==> src/rtl/vtg_pkg.sv <==
package vtg_pkg;
    localparam int unsigned HW = 16;   // horizontal/vertical term width
    localparam int unsigned FW = 32;   // frame-clock counter width
    localparam int unsigned AW = 3;    // register address width
    localparam int unsigned DW = 32;   // register data width
    localparam int unsigned HI = 16;   // upper field offset in a data word

    localparam logic [AW-1:0] A_CTRL  = 3'd0;
    localparam logic [AW-1:0] A_HSYNC = 3'd1;
    localparam logic [AW-1:0] A_HSIZE = 3'd2;
    localparam logic [AW-1:0] A_VSYNC = 3'd3;
    localparam logic [AW-1:0] A_VSIZE = 3'd4;
    localparam logic [AW-1:0] A_ACT   = 3'd5;
    localparam logic [AW-1:0] A_MODE  = 3'd6;

    typedef enum logic [1:0] {S_IDLE, S_LOAD, S_RUN} vtg_state_e;

    typedef struct packed {
        logic [HW-1:0] hsw, hbp, wid, hfp;
        logic [HW-1:0] vsw, vbp, hgt, vfp;
        logic [HW-1:0] xres, yres, skew;
        logic          wide, dp;
    } vtg_cfg_t;

    typedef struct packed {
        logic [HW-1:0] hp, vt, hsw, vsw;
        logic [HW-1:0] hds, dhe, ahe, dte;
        logic [FW-1:0] fds, fde, afe;
    } vtg_thr_t;
endpackage

==> src/rtl/vtg_regs.sv <==
module vtg_regs
    import vtg_pkg::*;
(
    input  logic          clk,
    input  logic          rst_n,
    input  logic          wr_en,
    input  logic [AW-1:0] wr_addr,
    input  logic [DW-1:0] wr_data,
    output vtg_cfg_t      shadow_o,
    output logic          en_o,
    output logic          hinv_o,
    output logic          vinv_o
);
    logic [HW-1:0] lo_f, hi_f;
    assign lo_f = wr_data[HW-1:0];
    assign hi_f = wr_data[HI+HW-1:HI];

    always_ff @(posedge clk or negedge rst_n) begin
        if (!rst_n) begin
            shadow_o <= '0;
            en_o     <= 1'b0;
            hinv_o   <= 1'b0;
            vinv_o   <= 1'b0;
        end else if (wr_en) begin
            case (wr_addr)
                A_CTRL:  begin
                    en_o   <= wr_data[0];
                    hinv_o <= wr_data[1];
                    vinv_o <= wr_data[2];
                end
                A_HSYNC: begin shadow_o.hsw  <= lo_f; shadow_o.hbp  <= hi_f; end
                A_HSIZE: begin shadow_o.wid  <= lo_f; shadow_o.hfp  <= hi_f; end
                A_VSYNC: begin shadow_o.vsw  <= lo_f; shadow_o.vbp  <= hi_f; end
                A_VSIZE: begin shadow_o.hgt  <= lo_f; shadow_o.vfp  <= hi_f; end
                A_ACT:   begin shadow_o.xres <= lo_f; shadow_o.yres <= hi_f; end
                A_MODE:  begin
                    shadow_o.skew <= lo_f;
                    shadow_o.wide <= wr_data[HI];
                    shadow_o.dp   <= wr_data[HI+1];
                end
                default: ;
            endcase
        end
    end
endmodule

==> src/rtl/vtg_calc.sv <==
module vtg_calc
    import vtg_pkg::*;
(
    input  vtg_cfg_t cfg_i,
    output vtg_thr_t thr_o
);
    localparam logic [HW-1:0] ONE_H = 1;
    localparam logic [FW-1:0] ONE_F = 1;

    logic          halve;
    logic [HW-1:0] e_hsw, e_hbp, e_wid, e_hfp, e_xres, dw;

    // wide-bus plus port-style mode halves the horizontal pixel terms
    assign halve  = cfg_i.wide & cfg_i.dp;
    assign e_hsw  = halve ? (cfg_i.hsw  >> 1) : cfg_i.hsw;
    assign e_hbp  = halve ? (cfg_i.hbp  >> 1) : cfg_i.hbp;
    assign e_wid  = halve ? (cfg_i.wid  >> 1) : cfg_i.wid;
    assign e_hfp  = halve ? (cfg_i.hfp  >> 1) : cfg_i.hfp;
    assign e_xres = halve ? (cfg_i.xres >> 1) : cfg_i.xres;
    // wide-bus without the port-style mode halves only the data window
    assign dw     = (cfg_i.wide && !cfg_i.dp) ? (cfg_i.wid >> 1) : e_wid;

    always_comb begin
        thr_o.hp  = e_hsw + e_hbp + e_wid + e_hfp;
        thr_o.vt  = cfg_i.vsw + cfg_i.vbp + cfg_i.hgt + cfg_i.vfp;
        thr_o.hsw = e_hsw;
        thr_o.vsw = cfg_i.vsw;
        thr_o.hds = e_hsw + e_hbp;
        thr_o.ahe = thr_o.hds + e_xres - ONE_H;
        thr_o.dte = thr_o.hds + dw - ONE_H;
        thr_o.dhe = cfg_i.dp ? thr_o.ahe : (thr_o.hp - e_hfp - ONE_H);
        thr_o.fds = FW'(cfg_i.vsw + cfg_i.vbp) * FW'(thr_o.hp) + FW'(cfg_i.skew);
        thr_o.fde = FW'(thr_o.vt - cfg_i.vfp) * FW'(thr_o.hp) + FW'(cfg_i.skew) - ONE_F;
        if (cfg_i.dp) begin
            thr_o.fds = thr_o.fds + FW'(thr_o.hds);
            thr_o.fde = thr_o.fde - FW'(e_hfp);
        end
        thr_o.afe = thr_o.fds + FW'(cfg_i.yres) * FW'(thr_o.hp) - ONE_F;
    end
endmodule

==> src/rtl/vtg_core.sv <==
module vtg_core
    import vtg_pkg::*;
(
    input  logic          clk,
    input  logic          rst_n,
    input  logic          en_i,
    input  vtg_thr_t      thr_next_i,
    output vtg_state_e    st_o,
    output logic [HW-1:0] hpos_o,
    output logic [HW-1:0] vline_o,
    output logic [FW-1:0] fpos_o,
    output vtg_thr_t      thr_o
);
    localparam logic [HW-1:0] ONE_H = 1;
    localparam logic [FW-1:0] ONE_F = 1;

    vtg_state_e st_n;
    logic       line_end, wrap, adv;

    assign line_end = (hpos_o == thr_o.hp - ONE_H);
    assign wrap     = line_end && (vline_o == thr_o.vt - ONE_H);
    assign adv      = en_i && (st_o == S_RUN);

    always_comb begin
        st_n = st_o;
        if (!en_i) begin
            st_n = S_IDLE;
        end else begin
            unique case (st_o)
                S_IDLE: st_n = S_LOAD;
                S_LOAD: st_n = S_RUN;
                S_RUN:  st_n = S_RUN;
                default: st_n = S_IDLE;
            endcase
        end
    end

    always_ff @(posedge clk or negedge rst_n) begin
        if (!rst_n) st_o <= S_IDLE;
        else        st_o <= st_n;
    end

    always_ff @(posedge clk or negedge rst_n) begin
        if (!rst_n) begin
            hpos_o  <= '0;
            vline_o <= '0;
            fpos_o  <= '0;
            thr_o   <= '0;
        end else if (!adv) begin
            hpos_o  <= '0;
            vline_o <= '0;
            fpos_o  <= '0;
            if (en_i && st_o == S_LOAD) thr_o <= thr_next_i;
        end else if (wrap) begin
            hpos_o  <= '0;
            vline_o <= '0;
            fpos_o  <= '0;
            thr_o   <= thr_next_i;
        end else begin
            fpos_o <= fpos_o + ONE_F;
            if (line_end) begin
                hpos_o  <= '0;
                vline_o <= vline_o + ONE_H;
            end else begin
                hpos_o <= hpos_o + ONE_H;
            end
        end
    end

    p_line_wrap_r1: assert property (@(posedge clk) disable iff (!rst_n)
        (adv && line_end) |=> (hpos_o == '0));
    p_fclk_step_r3: assert property (@(posedge clk) disable iff (!rst_n)
        (adv && !wrap) |=> (fpos_o == $past(fpos_o) + ONE_F));
    p_thr_hold_r8: assert property (@(posedge clk) disable iff (!rst_n)
        (adv && !wrap) |=> $stable(thr_o));
    p_clear_zero_r9: assert property (@(posedge clk) disable iff (!rst_n)
        !en_i |=> (hpos_o == '0 && vline_o == '0 && fpos_o == '0));
    p_load_start_r9: assert property (@(posedge clk) disable iff (!rst_n)
        (st_o == S_LOAD) |-> (hpos_o == '0 && fpos_o == '0));
endmodule

==> src/rtl/vid_timing_gen.sv <==
module vid_timing_gen
    import vtg_pkg::*;
(
    input  logic          clk,
    input  logic          rst_n,
    input  logic          wr_en,
    input  logic [AW-1:0] wr_addr,
    input  logic [DW-1:0] wr_data,
    output logic          hsync_o,
    output logic          vsync_o,
    output logic          disp_en_o,
    output logic          act_en_o,
    output logic          data_en_o
);
    vtg_cfg_t      shadow;
    vtg_thr_t      thr_next, thr;
    vtg_state_e    st;
    logic          en, hinv, vinv, run;
    logic [HW-1:0] hpos, vline;
    logic [FW-1:0] fpos;
    logic          fv_disp, fv_act, h_disp, h_act, h_data;

    vtg_regs u_regs (
        .clk(clk), .rst_n(rst_n), .wr_en(wr_en), .wr_addr(wr_addr),
        .wr_data(wr_data), .shadow_o(shadow), .en_o(en),
        .hinv_o(hinv), .vinv_o(vinv)
    );

    vtg_calc u_calc (.cfg_i(shadow), .thr_o(thr_next));

    vtg_core u_core (
        .clk(clk), .rst_n(rst_n), .en_i(en), .thr_next_i(thr_next),
        .st_o(st), .hpos_o(hpos), .vline_o(vline), .fpos_o(fpos), .thr_o(thr)
    );

    always_comb begin
        run       = en && (st == S_RUN);
        fv_disp   = (fpos >= thr.fds) && (fpos <= thr.fde);
        fv_act    = (fpos >= thr.fds) && (fpos <= thr.afe);
        h_disp    = (hpos >= thr.hds) && (hpos <= thr.dhe);
        h_act     = (hpos >= thr.hds) && (hpos <= thr.ahe);
        h_data    = (hpos >= thr.hds) && (hpos <= thr.dte);
        hsync_o   = (run && (hpos  < thr.hsw)) ^ hinv;
        vsync_o   = (run && (vline < thr.vsw)) ^ vinv;
        disp_en_o = run && fv_disp && h_disp;
        act_en_o  = run && fv_act  && h_act;
        data_en_o = run && fv_act  && h_data;
    end

    p_quiet_r9: assert property (@(posedge clk) disable iff (!rst_n)
        !en |-> (!disp_en_o && !act_en_o && !data_en_o
                 && hsync_o == hinv && vsync_o == vinv));
endmodule

==> config.mk <==
export PLATFORM = sky130hd
export DESIGN_NAME = vid_timing_gen
export DESIGN_NICKNAME = d
export VERILOG_FILES = /design/src/rtl/vtg_pkg.sv /design/src/rtl/vtg_regs.sv /design/src/rtl/vtg_calc.sv /design/src/rtl/vtg_core.sv /design/src/rtl/vid_timing_gen.sv
export SDC_FILE = /design/constraint.sdc
export NUM_CORES = 2
export LEC_CHECK = 0
export ABC_AREA = 1
export BUFFER_PORTS_ARGS = -buffer_cell sky130_fd_sc_hd__buf_2
export CORE_MARGIN = 5
export CORE_UTILIZATION = 56
export DETAILED_ROUTE_END_ITERATION = 10
export HOLD_SLACK_MARGIN = 0.05
export PLACE_DENSITY = 0.73
export SYNTH_ARGS = -nofsm -noshare
export SYNTH_HDL_FRONTEND = slang
export SYNTH_HIERARCHICAL = 1
export SYNTH_SLANG_ARGS = --single-unit
export TNS_END_PERCENT = 1
==> constraint.sdc <==
create_clock -name clk -period 15.85 [get_ports clk]
set_clock_uncertainty 0.05 [all_clocks]
set_input_delay 0.7925 -clock clk [delete_from_list [all_inputs] [get_ports clk]]
set_output_delay 0.7925 -clock clk [all_outputs]
set_load 0.02 [all_outputs]
## Yosys cells after proc, flatten, opt, wreduce, memory -nomap -nowiden

Index checks and enable logic that the tools add are counted.

| word-level totals | value |
|---|---|
| register bits after elaboration | 471 |
| output and inout port bits | 5 |
| word-level logic and storage cells | 134 |

| operators by class | value |
|---|---|
| add/subtract/negate cells | 26 |
| $mul | 3 |
| order comparisons | 9 |
| equality and inequality tests | 12 |
| mux-type cells | 21 |
| bitwise gates (word level) | 3 |
| reductions and logical operators | 29 |

Operators by type and width:

| operator | count |
|---|---|
| $mux 224 | 3 |
| $mux 16 | 13 |
| $add 16x16->16 | 8 |
| $add 32x16->32 | 3 |
| $sub 16x1->16 const B | 5 |
| $le 32x32->1 | 2 |
| $mul 32x16->32 | 2 |
| $mux 32 | 2 |
| $mux 64 | 1 |
| $sub 32x1->32 const B | 2 |
| $le 16x16->1 | 3 |
| $add 16x1->16 const B | 2 |
| $add 32x1->32 const B | 1 |
| $add 32x32->32 | 1 |
| $eq 16x16->1 | 2 |
| $ge 32x32->1 | 1 |
| $lt 16x16->1 | 2 |
| $mul 16x16->32 | 1 |
| $sub 32x16->32 | 1 |
| $add 16x16->17 | 1 |
| $sub 16x16->17 | 1 |
| $ge 16x16->1 | 1 |
| $logic_and 1x1->1 | 16 |
| $reduce_and 2->1 | 8 |
| other kinds (17) | 21 |

## Longest topological paths before layout

| logic depth | value |
|---|---|
| depth in word-level cells | 14 |
| mapped depth | 82 |
| mapped depth without buffers | 78 |

## Modules after synthesis

The synthesis kept the hierarchy.

Modules (own cells, without submodules):

| module | times used | cells each | area an instance (sq um) | seq. area each (sq um) |
|---|---|---|---|---|
| vtg_calc | 1 | 5429 | 40375.0 | 0.0 |
| vtg_core | 1 | 1707 | 13828.3 | 7257.0 |
| vtg_regs | 1 | 791 | 7068.0 | 4529.3 |
| vid_timing_gen | 1 | 788 | 4967.3 | 0.0 |

## Worst setup path before layout

OpenSTA, ideal clock, no wires.

| path | value |
|---|---|
| path type | register to register |
| start | reg u_regs/shadow_o[1] (netlist name) |
| end | reg u_core/thr_o[28] (netlist name) |
| setup time | 66 ps |
| arrival time | 13982 ps |
| slack | 1753 ps |
| cell stages (with the launch flop) | 79 |
| buffers on the path | 5 |
| clock period less this slack | 14097 ps |
| cells stage by stage | dfrtp_1 -> buf_4 -> nand2_4 -> clkbuf_1 -> clkbuf_1 -> clkbuf_1 -> nand2_1 -> o21ai_0 -> ha_1 -> inv_1 -> fa_1 -> inv_1 -> nand2_1 -> nand3_1 -> xor2_1 -> fa_1 -> inv_1 -> ha_1 -> (+43 left out) -> fa_1 -> fa_1 -> fa_1 -> inv_1 -> ha_1 -> nand2_1 -> o21ai_0 -> a21oi_1 -> o21ai_1 -> nand2_1 -> nand2_1 -> nand2_1 -> nand2_1 -> nand3_1 -> nand2_1 -> xor2_1 -> nand3_1 -> nand2_1 |

RTL lines:

| what | line | RTL |
|---|---|---|
| start, declared | vtg_regs.sv:9 | `output vtg_cfg_t shadow_o,` |
| end signal, assigned | vtg_core.sv:53 | `if (en_i && st_o == S_LOAD) thr_o <= thr_next_i;` |
| end signal, assigned | vtg_core.sv:58 | `thr_o <= thr_next_i;` |
| end, declared | vtg_core.sv:12 | `output vtg_thr_t thr_o` |

==> flow_metrics.env <==
export IMPL_fp_dieH_um=353.9
export IMPL_start_util_pct=56.25
export IMPL_arrival_ns=15.39
export IMPL_grt_pass1_wl_mm=335.9
export IMPL_ys_seq_area_share_pct=17.79
export IMPL_fin_util_pct=59.34
export IMPL_coreArea_sq_mm=0.1178
export IMPL_finalWirelength_mm=216.5
export IMPL_rsz0062_at_grt="true"
export IMPL_clk_pin_slew_ns=0.07
export IMPL_cts_resized=0
export IMPL_synth_ff_type="dfrtp_1"
export IMPL_tightest_slew_ns=1.367
export IMPL_cts_tree="done"
export IMPL_worstRegToRegCells=75
export IMPL_slowest_delay_ns=0.53
export IMPL_yosys_warnings=6
export IMPL_ys_types=67
export IMPL_hold_buffers=0
export IMPL_drt_iter0_markers=5443
export IMPL_r2r_end="u_core/thr_o[31]"
export IMPL_cts_root_buf="clkbuf_16"
export IMPL_viasPerCell=5.579
export IMPL_post_dp_hpwl_mm=170.5
export IMPL_first_global_vias=57270
export IMPL_num_vias=56980
export IMPL_fmax_mhz=67.28
export IMPL_io_buffers=42
export IMPL_crit_path_max_fanout=35
export IMPL_synth_area_leaders="fa_1, dfrtp_1, nand2_1"
export IMPL_drive_above_1_share_pct=4.553
export IMPL_ctsLongestPathBuffers=3
export IMPL_critPathRequiredTime_ns=16.38
export IMPL_cp_slowest_cell="fa_1"
export IMPL_synth_edf_count=0
export IMPL_postCtsSetupBuffers=0
export IMPL_first_pass_iters=7
export IMPL_endpoint_kind="register"
export IMPL_wl_per_cell_um=21.20
export IMPL_num_rows=126
export IMPL_r2r_start="u_regs/shadow_o[0]"
export IMPL_place_area_sq_mm=0.06770
export IMPL_clock_latency_ns=0.73
export IMPL_hold_violations=0
export IMPL_whs_ns=0.1116
export IMPL_grt_use_total_pct=34.64
export IMPL_routabilityCongestion=1.001
export IMPL_cts_buffers=59
export IMPL_slew_headroom_pct=7.882
export IMPL_synth_top_cell_by_area="fa_1"
export IMPL_hold_path_class="primary input to async pin"
export IMPL_grt_max_degree=113
export IMPL_fin_area_sq_mm=0.06988
export IMPL_fillers=10900
export IMPL_r2r_slack_ns=0.99
export IMPL_die_area_sq_mm=0.1253
export IMPL_crit_type="register to register"
export IMPL_outcome="finished, final reports clean"
export IMPL_netlist_area_sq_mm=0.06624
export IMPL_synthArstFlopShare_pct=100.0
export IMPL_ctsHtreeMaxLevel=2
export IMPL_fin_crit_ns=14.86
export IMPL_drv_cap=0
export IMPL_cp_start_kind="register"
export IMPL_die_x_um=353.9
export IMPL_grt_antenna_before_repair=6
export IMPL_nNetsFinal=10130
export IMPL_area_delta_synth_final_pct=5.499
export IMPL_cts_sinks=471
export IMPL_syn_num_nets=10220
export IMPL_fin_crit_sh_pct=93.77
export IMPL_drc_errors=0
export IMPL_grt_ovfl_total=0
export IMPL_synth_top_area_share_pct=24.69
export IMPL_netlist_instances=8715
export IMPL_drtAntennaViolNets=0
export IMPL_syn_area_per_cell_sq_um=7.601
export IMPL_finalMaxSlewViolations=0
export IMPL_ios=43
export IMPL_setup_viol=0
export IMPL_synth_seq_cells=471
==> area by class of cell <==
type                            count  area, sq um  share of cell area [%]
Multi-Input combinational cell   6228        46590                   66.66
Sequential cell                   471        11790                   16.87
Inverter                         1729         6497                   9.298
Tap cell                         1536         1922                   2.750
Clock buffer                       67         1546                   2.213
Timing Repair Buffer              137        952.2                   1.363
Clock inverter                     44        586.8                  0.8397
Antenna cell                        1        2.502                0.003581
==> synthesized netlist by cell type, types with 17 or more instances <==
cell type and count:
clkinv_1 17, nand3_1 481, o21bai_1 17, buf_2 58, a21oi_1 330, ha_1 650, nor3_1 53, xnor2_1 93
inv_1 1696, nand2_2 23, nor2_1 591, or2_2 33, dfrtp_1 471, buf_6 19, xor2_1 187, o21ai_1 29
buf_4 46, clkbuf_1 156, fa_1 817, o21ai_0 222, nand4_1 61, nand3b_1 17, nand2_1 2431
==> critical path, delay by kind of cell, from the launching register on <==
family / cells / cell delay, ns
adder cells (fa/ha/maj): 18 / 7.21
AND/OR/NAND/NOR: 25 / 2.60
AO/OA/AOI/OAI: 12 / 2.05
buffers and inverters: 16 / 1.36
XOR/XNOR: 4 / 1.00
flip-flops: 1 / 0.42
==> cell families after synthesis <==
family / count (synthesis) / share of synthesized area, %
adder cells (fa/ha/maj): 1467 / 36.97
AND/OR/NAND/NOR: 3770 / 23.52
multiplexers: 8 / 0.1209
buffers and inverters: 2016 / 12.01
flip-flops: 471 / 17.79
AO/OA/AOI/OAI: 697 / 5.714
XOR/XNOR: 286 / 3.876
==> metal layers <==
layer	part of all wire, %	vias to the layer above	track usage (%)	routed length (um)
met2	44	2422	54.30	95260
met1	42	27760	47.51	90720
met5	0.0060	-	0	13
met4	5.0	2	14.17	10800
li1	-	26310	-	-
met3	9.1	490	6.790	19750
==> metrics by stage <==
step                      TNS (ns)  instances  setup slack, ns
final                            0      10210           0.9874
after global routing      -0.02142      10210         -0.02142
after floorplan                  0       8715            1.753
after global placement           0      10100            1.093
after CTS                        0      10210           0.8033
after detailed placement         0      10100           0.9092
==> worst max-delay path by stage <==
stage | depth (start not counted) | slack [ns] | startpoint | end
CTS | 70 | 0.80 | u_regs/shadow_o[0] | u_core/thr_o[25]
global route | 73 | -0.02 | u_regs/shadow_o[0] | u_core/thr_o[31]
finish | 75 | 0.99 | u_regs/shadow_o[0] | u_core/thr_o[31]
global placement | 69 | 1.09 | u_regs/shadow_o[0] | u_core/thr_o[25]
floorplan | 78 | 1.75 | u_regs/shadow_o[1] | u_core/thr_o[28]
detailed placement | 70 | 0.91 | u_regs/shadow_o[1] | u_core/thr_o[25]
==> placed cells by master (no fill, tap or decap), drive strengths merged, types with 3 or more instances in the layout <==
master and count:
nand3b 18, o21ai 253, nor4 15, nor2 612
ha 650, and2 6, o221ai 3, a21boi 7
buf 137, nand2 2468, bufinv 9, a21oi 334
nand4 64, o31ai 9, xnor2 94, dfrtp 471
mux2i 8, o22ai 3, a31oi 16, clkbuf 67
fa 817, a211oi 5, xor2 191, a21o 16
o211ai 6, or2 39, inv 1713, o21a 16
nand3 486, clkinvlp 13, o21bai 17, nor3 56
nor3b 4, clkinv 38
==> state kept, by name, indices dropped and copies added (netlist names) <==
name,cells
u_core/thr_o,224
u_regs/shadow_o,178
u_core/fpos_o,32
u_core/hpos_o,16
u_core/vline_o,16
u_core/st_o,2
u_regs/en_o,1
u_regs/hinv_o,1
u_regs/vinv_o,1
Power is left out: the tool's default activity adds up to more than one toggle a clock period on the data nets, which glitch-free logic cannot reach.
